### src/rtl/irq_agg.sv
module irq_agg #(
  parameter int NSRC = 8,
  parameter int DISP_BIT = 16,
  parameter int GATE_BIT = 31
) (
  input  logic            clk,
  input  logic            rst_n,
  input  logic [NSRC-1:0] evt_i,
  input  logic            bus_wr,
  input  logic [2:0]      bus_addr,
  input  logic [31:0]     bus_wdata,
  output logic [31:0]     bus_rdata,
  output logic            irq_o
);
  localparam logic [2:0] A_MASK = 3'd0, A_EN = 3'd1, A_IDENT = 3'd2,
                         A_DCTL = 3'd3, A_MSTAT = 3'd4;

  logic [NSRC-1:0] mask_q, en_q, vis_q, que_q;
  logic            gate_q, gated_d, mstat_q;

  wire [NSRC-1:0] hit  = evt_i & ~mask_q & en_q;
  wire [NSRC-1:0] clr  = (bus_wr && bus_addr == A_IDENT) ? bus_wdata[NSRC-1:0] : '0;
  wire            pend = |vis_q;
  wire            gated = gate_q & pend;
  wire            rise = gated & ~gated_d;
  wire            mclr = bus_wr && bus_addr == A_MSTAT && bus_wdata[DISP_BIT];

  always_ff @(posedge clk or negedge rst_n) begin
    if (!rst_n) begin
      mask_q <= '1;
      en_q   <= '0;
      gate_q <= 1'b0;
    end else if (bus_wr) begin
      if (bus_addr == A_MASK) mask_q <= bus_wdata[NSRC-1:0];
      if (bus_addr == A_EN)   en_q   <= bus_wdata[NSRC-1:0];
      if (bus_addr == A_DCTL) gate_q <= bus_wdata[GATE_BIT];
    end
  end

  always_ff @(posedge clk or negedge rst_n) begin
    if (!rst_n) begin
      vis_q <= '0;
      que_q <= '0;
    end else begin
      vis_q <= (clr & (que_q | hit)) | (~clr & (vis_q | hit));
      que_q <= (clr & que_q & hit) | (~clr & (que_q | (vis_q & hit)));
    end
  end

  always_ff @(posedge clk or negedge rst_n) begin
    if (!rst_n) begin
      gated_d <= 1'b0;
      mstat_q <= 1'b0;
      irq_o   <= 1'b0;
    end else begin
      gated_d <= gated;
      mstat_q <= rise | (mstat_q & ~mclr);
      irq_o   <= mstat_q;
    end
  end

  always_comb begin
    bus_rdata = '0;
    case (bus_addr)
      A_MASK:  bus_rdata[NSRC-1:0] = mask_q;
      A_EN:    bus_rdata[NSRC-1:0] = en_q;
      A_IDENT: bus_rdata[NSRC-1:0] = vis_q;
      A_DCTL: begin
        bus_rdata[GATE_BIT] = gate_q;
        bus_rdata[DISP_BIT] = pend;
      end
      A_MSTAT: bus_rdata[DISP_BIT] = mstat_q;
      default: bus_rdata = '0;
    endcase
  end
endmodule


### config.mk
export PLATFORM = sky130hd
export DESIGN_NAME = irq_agg
export DESIGN_NICKNAME = d
export VERILOG_FILES = /design/src/rtl/irq_agg.sv
export SDC_FILE = /design/constraint.sdc
export NUM_CORES = 1
export LEC_CHECK = 0
export BUFFER_PORTS_ARGS = -buffer_cell sky130_fd_sc_hd__buf_2
export CAP_MARGIN = 5
export CORE_ASPECT_RATIO = 0.6
export CORE_MARGIN = 8
export CORE_UTILIZATION = 52
export CTS_CLUSTER_SIZE = 20
export DETAILED_ROUTE_END_ITERATION = 16
export HOLD_SLACK_MARGIN = 0.1
export PLACE_DENSITY_LB_ADDON = 0.1
export SLEW_MARGIN = 20
export SYNTH_ARGS = -nofsm -noshare
export SYNTH_HDL_FRONTEND = slang
export SYNTH_SLANG_ARGS = --single-unit
### constraint.sdc
create_clock -name clk -period 2.3 [get_ports clk]
set_input_delay 0.23 -clock clk [delete_from_list [all_inputs] [get_ports clk]]
set_output_delay 0.23 -clock clk [all_outputs]
set_load 0.02 [all_outputs]
==> results.txt, run 1 <==
- For the finished layout, the period the worst path requires is approximately 1.8 ns.
* Crit-path max FO: 4
- Starting utilization of the core area: a little over half
- After clock tree synthesis, the repair step resized 0 gates.
- Post-synthesis share of cell area spent on and, or, nand and nor gates: roughly 15%
- Together, buffers and inverters on the worst path number 1.
- Detailed-routing iteration count for the pre-antenna-repair pass: 4
* Final period util: 78.5%
- In this run, placement finished with an instance count of 263.
- The run finished with clean final reports.
- The tree is rooted in a clkbuf_8.
- On the final layout, the worst hold slack is roughly 0.17 ns.
- Total Neg Setup Slack: 0 ns
* Normalized max-slew margin: 47.9%
- CP delay by family, top: simple AND/OR/NAND/NOR gates
- Counting along the longest clock path gives a buffer depth of 2.
* Number of routed nets with antenna violations: 0
* First-pass GRT wire length: 7.15 mm
* Finished layout cell area: roughly 2200 sq um
- The worst setup path is of the reg2out kind.
- Synth Area in Adders: 0%
- Wires add up to between 4 and 5 mm.
* Peak supply drop: approximately 420 uV
* Number of CTS-inserted buffers: 5
* Crit-path max cell delay: 0.43 ns
* Power per standard cell area: between 800 and 900 nW/um^2
- Final Slew Violations: 0
- Synth Area in Compound Gates: 13.2%
- CP Capture Type: output port
- Setup violations remaining at the end of the flow were counted as 0.
- In the routed layout, each cell is associated on average with a via count of around 5.4.
* Number of standard cells in the layout, taps in and fillers out: between 200 and 300
- Global routing used roughly 19% of the available met1 tracks.
- STA classifies the critical path startpoint as a register.
* Post-detailed-placement cell area: between 2000 and 2500 sq um
- Distinct cells, synth: 26
- The later pin in the worst-skew pair is clocked with a latency of a little under 0.3 ns.
- The congestion estimate from routability-driven global placement came to between 0.7 and 0.8.
- After synthesis, the largest family of logic cells by area is simple AND/OR/NAND/NOR gates.
* TritonCTS Sinks: 36
- During placement, the flow inserted port buffers numbering 34.
* GR Layer Usage met3: under 10%
* Worst min-delay path category: in2reg
* DRC violations left: 0
- The final count of hold timing violations came to 0.
* Maximum frequency from static timing analysis: approximately 550 MHz
* Initial drt markers: 60
- Across the run, the number of max-cap violations was 0.
* Worst clock skew on the final layout: 0.00718 ns
- Multiplexer cells account for between 10% and 20% of the synthesized area.
* Diode count: 0
- The via count of the first global-routing pass is approximately 1500.
* Flops & latches, synth: 36
- STA puts the critical path data required time at between 2 and 2.5 ns.
* WL/cell: about 16 um
- The library cells used most frequently in the layout, excluding fill and tap cells, are 34 x buf_2, 28 x dfrtp_1, 22 x conb_1.
- Measured along the y axis, the die boundary spans roughly 64 um.
- Cell breakdown of the critical path: nor4_1 > nand2_1 > a32o_1 > buf_2
- On the critical path, the stage with the largest delay is an instance of dfrtp_1.
- Yosys warning total: 0
- WP data arrival: 1.58 ns
- Leakage dissipation: 1.05 nW
- Setup repair after global routing left no endpoint under its margin.
- Worst Max-Slew Pin Slew: between 0.7 and 0.8 ns
* Core Area: about 3700 sq um
- Sequential element share of the synthesized area: roughly 46%
- The floorplan step defined a die boundary enclosing 6070 sq um.
- After global routing, the most crowded layer is met2.
- Deepest level of the CTS H-tree: 2
- Die outline width: 95.4 um
- Overall via count from detail_route: approximately 1500
- The synthesized netlist devotes 0% of its cell area to XOR and XNOR gates.
- Antenna violations before repair: 0
- After global routing the overflow that remains totals 0.
- Global routing consumed, on the met2 layer, 23.0% of the routing resources.
- The wire-length estimate of the detail-placed layout is approximately 3.2 mm.
* Commonest non-fill, non-tap cell in the layout: buf_2
- Share of the core filled with cells: roughly three fifths
- Relative to the synthesized area, the layout overhead comes to 12.0%.
- In this run the core area contains 17 standard-cell rows.
- Clock tree from TritonCTS: done
* Number of nets in the final layout: between 200 and 300
- Tot GR Track Use: between 10% and 20%
* Largest net degree at the start of global routing: 37
* Post-Syn Area per Cell: ~11 sq um
* Mapped Area: approximately 2000 sq um
- Cells with a size suffix above 1 make up 31.1% of the layout.
- Synthesis handed over a netlist of around 190 instances.
* Clk slew on worst S/H paths: roughly 0.07 ns
- ~80 I/O pins were placed.
-- synthesized netlist by cell type --
cell,n,area [sq um]
clkbuf_1,2,7.51
nor2b_1,1,6.26
o21ai_0,12,60.1
a21oi_1,8,40.0
nor3_4,1,16.3
nor4_1,2,12.5
mux2i_1,8,80.1
nand2b_4,1,13.8
and3b_1,8,70.1
and2_1,10,62.6
buf_4,23,173
and4bb_1,1,12.5
dfstp_2,8,210
nand2_1,10,37.5
dfrtp_1,28,701
buf_2,2,10.0
nand4_1,1,6.26
a31oi_1,8,50.1
a32o_1,2,20.0
nor3b_4,1,18.8
conb_1,1,3.75
a2bb2oi_1,8,70.1
inv_1,9,33.8
nor2_1,11,41.3
mux2_2,17,191
o21ai_1,4,20.0
-- per-layer routing --
layer	vias up	share of wire, %
met2	49	46
met3	8	7.0
li1	688	-
met5	-	0
met1	717	45
met4	0	1.7
-- metrics by stage --
| stage | setup slack [ns] | total power, mW |
|---|---|---|
| finish | 0.494 | 1.80 |
| global route | 0.386 | 1.90 |
| detailed placement | 0.655 | 1.31 |
| floorplan | 1.05 | 1.21 |
| CTS | 0.471 | 1.82 |
| global placement | 0.672 | 1.28 |
-- flip-flops by register name, indices dropped and copies added (netlist names) --
signal,cells
mstat_q,1
mask_q,8
vis_q,8
que_q,8
en_q,8
gate_q,1
gated_d,1
irq_o,1
-- power breakdown --
| part | total, mW | switching [mW] | leakage, nW | internal (mW) |
|---|---|---|---|---|
| registers | 0.910 | 0.116 | 0.378 | 0.794 |
| clock network | 0.495 | 0.222 | 0.0515 | 0.273 |
| logic | 0.394 | 0.208 | 0.625 | 0.186 |
| total | 1.80 | 0.546 | 1.05 | 1.25 |
-- cell type report --
class / count / area, sq um
fillers: 310 / 1460
multi-input cells: 136 / 912
flip-flops and latches: 36 / 911
repair buffers: 36 / 188
clock buffers: 8 / 100
well taps: 47 / 58.8
inverters: 9 / 33.8
-- path summary, 6_finish.rpt --
| path | startpoint | end | slack (ns) | depth (start not counted) |
|---|---|---|---|---|
| min in group asynchronous | rst_n | en_q[5] | 0.56 | 2 |
| setup / recovery | vis_q[0] | bus_rdata[16] | 0.49 | 4 |
| max in group asynchronous | rst_n | que_q[0] | 1.25 | 2 |
| setup reg to reg | vis_q[0] | mstat_q | 1.01 | 3 |
| hold / removal | bus_wdata[31] | gate_q | 0.17 | 2 |
| hold reg to reg | mstat_q | irq_o | 0.43 | 0 |
-- cell families after synthesis --
family | Yosys count
compound gates | 42
buf+inv | 36
simple gates | 47
mux | 25
other cells | 1
flops | 36
-- what timing repair did --
action | CTS | global route
hold buffers | 1 | 0
endpoints found under the hold margin | 28 | 0
setup buffers | 0 | 0
No activity file was read; power rests on OpenSTA's default activity.
==> run 2, diff against run 1 <==
--- a/config.mk
+++ b/config.mk
@@ -9,7 +9,7 @@
 export CAP_MARGIN = 5
 export CORE_ASPECT_RATIO = 0.6
 export CORE_MARGIN = 8
-export CORE_UTILIZATION = 52
+export CORE_UTILIZATION = 43
 export CTS_CLUSTER_SIZE = 20
 export DETAILED_ROUTE_END_ITERATION = 16
 export HOLD_SLACK_MARGIN = 0.1
==> constraint.sdc (replaced) <==
create_clock -name clk -period 1.6 [get_ports clk]
set_input_delay 0.16 -clock clk [delete_from_list [all_inputs] [get_ports clk]]
set_output_delay 0.16 -clock clk [all_outputs]
set_load 0.02 [all_outputs]
==> run 2 against run 1 <==
The run now ends with setup timing left. Via count increased by 1.7%. Sequential power increased by 44%. Clock skew decreased by 0.00075 ns. Non-clock buffer count increased by 12. Worst hold slack got worse by 0.054 ns. Count of clock-buffer cells in the layout unchanged. Critical endpoint unchanged. Highest routed layer unchanged.
==> results.txt, run 2 (synthesis gave the netlist of run 1 again) <==
* Number of I/O port buffers: 34
- The worst setup path is captured at an output port.
* Number of placement rows: 19
- Maximum frequency from static timing analysis: just under 600 MHz
- The critical path is of the reg2out type.
- RSZ-0062 raised after global routing: true
- Worst setup slack before clock tree synthesis: 0.148 ns
- CTS Root Cell: clkbuf_8
- The signal on the critical path passes through nor4_2 > nand2_1 > a32o_1 > buf_2.
- Core Area: 4490 sq um
* Crit-path max FO: 4
* Number of nets in the final layout: 282
- Number of CTS-inserted buffers: 5
- Worst reg-to-reg setup slack: 0.22 ns
* Smallest hold slack: 0.117 ns
- Number of fill cells in the layout: 438
- Cells with a size suffix above 1 make up 35.0% of the layout.
- WP data arrival: 1.53 ns
- Registers take slightly above 900 sq um.
- Required time of the critical path: 1.44 ns
* Clock latency of the later-clocked register in the worst-skew pair: 0.28 ns
- Die outline width: 103 um
- Total chip power: approximately 2.6 mW
- Setup-failing EPs final: 1
* Maximum clock path buffer count: 2
* Leakage dissipation: roughly 1.1 nW
- Clock tree from TritonCTS: done
- Clock skew on the completed layout was measured at ~0.0064 ns.
* Final hold violation count: 0
- WL/cell: ~16 um
- Final Slew Violations: 0
- The largest single stage delay on the critical path is about 0.43 ns.
* Diode count: 0
* Power per standard cell area: between 1000 and 1500 nW/um^2
- Post-route worst setup slack: -0.0896 ns
- The via count of the first global-routing pass came to 1515.
- TritonCTS Sinks: 36
- In this run the count of I/O pins placed on the die edge is 79.
- The largest individual stage delay along the critical path comes from the cell dfrtp_1.
- For this run, design rule violations remaining after detail routing come to 0.
* Die Y: about 68 um
* Multi-input gate area in the final layout: about 920 sq um
- Detailed-routing iteration count for the pre-antenna-repair pass: 4
* Startpoint kind of the worst setup timing path: register
* Deepest level of the CTS H-tree: 2
- At the end of routability-driven placement, the weighted congestion stood at between 0.7 and 0.8.
- Tot GR Track Use: 13.8%
- In the finished design, the share of the clock period the worst path needs comes to 106%.
- Commonest non-fill, non-tap cell in the layout: buf_2
- Across the VDD grid, the largest voltage drop is around 500 uV.
* Antenna violations before repair: 0
- Signed area change from the synthesized netlist to the final layout: 18.3%
- Detailed placement finished with a half-perimeter wire length of 3.67 mm.
- Total Die Area: around 7000 sq um
- In this run the worst setup path terminates at bus_rdata[16].
* Failing checks: setup timing
- For the worst flop-to-flop path, the logic depth is 4.
* Largest net degree at the start of global routing: 20
- Worst setup path startpoint: vis_q[2]
* Reg2Reg Capture Point: mstat_q
- Across all layers, the routed design uses around 1500 vias.
- Most frequent cells in the layout: 34 x buf_2, 28 x dfrtp_1, 22 x conb_1
- Initial drt markers: 43
- Max-cap violations: 0
* Beginning of the worst register-to-register path: vis_q[2]
- Vias per cell: between 4 and 5
- In the final timing run, aggregate negative setup slack is -0.0896 ns.
* First-pass GRT wire length: between 7 and 8 mm
- Starting utilization of the core area: roughly 44%
* Number of routed nets with antenna violations: 0
* Clk slew on worst S/H paths: approximately 0.07 ns
- Worst min-delay path category: in2reg
* Remaining global-route overflow: 0
* Total wirelength of the detailed-routed design: 4.67 mm
- Final critical path time including I/O delays and setup: 1.69 ns
- The flow ran to the end, but the final reports show violations.
-- run 2: worst min path at each step --
| stage | cells after the start | end | startpoint | slack, ns |
|---|---|---|---|---|
| 2_1_floorplan | 0 | en_q[0] | rst_n | -0.14 |
| 3_3_place_gp | 1 | que_q[1] | rst_n | 0.13 |
| 3_5_place_dp | 1 | que_q[1] | rst_n | 0.15 |
| 4_1_cts | 2 | gate_q | bus_wdata[31] | 0.11 |
| 5_1_grt | 2 | gate_q | bus_wdata[31] | 0.12 |
| 6_report | 2 | gate_q | bus_wdata[31] | 0.12 |
-- run 2: metal layers --
metal	up-vias	global-route usage, %	share of wire [%]
met5	-	0	0
met4	0	4.29	0.73
met3	5	4.06	8.0
met2	51	22.4	45
met1	712	17.5	47
li1	719	-	-
-- run 2: repair_timing --
action                                  CTS  global route
endpoints found under the setup margin    1             1
gates resized for setup                   1             1
hold buffers                              1             0
buffers inserted                          1             1
endpoints found under the hold margin    15             0
pin swaps                                 2             1
-- run 2: report_power, final --
part	switching [mW]	internal, mW
Clock	0.314	0.351
Sequential	0.171	1.14
Combinational	0.310	0.289
Total	0.795	1.78
-- run 2: cell type report --
type                       instances  share of cell area, %
multi-input combinational        136                   39.7
sequential                        36                   39.1
timing repair buffer              48                   12.5
clock buffer                       8                   3.87
tap                               63                   3.39
inverter                           9                   1.45
-- run 2: stage by stage --
stage          cell area [sq um]  std cells  util, %
3_3_place_gp                2200        289     49.0
4_1_cts                     2310        299     51.5
3_5_place_dp                2200        289     49.0
5_1_grt                     2330        300     51.8
2_1_floorplan               2050        208        -
6_report                    2330        300     51.8
-- run 2: worst max-delay path: cells and delay by family (launching register included) --
family	cells	cell delay, ns
DFF	1	0.43
buffers and inverters	1	0.16
AOI/OAI and AO/OA	1	0.22
and+or+nand+nor	2	0.45
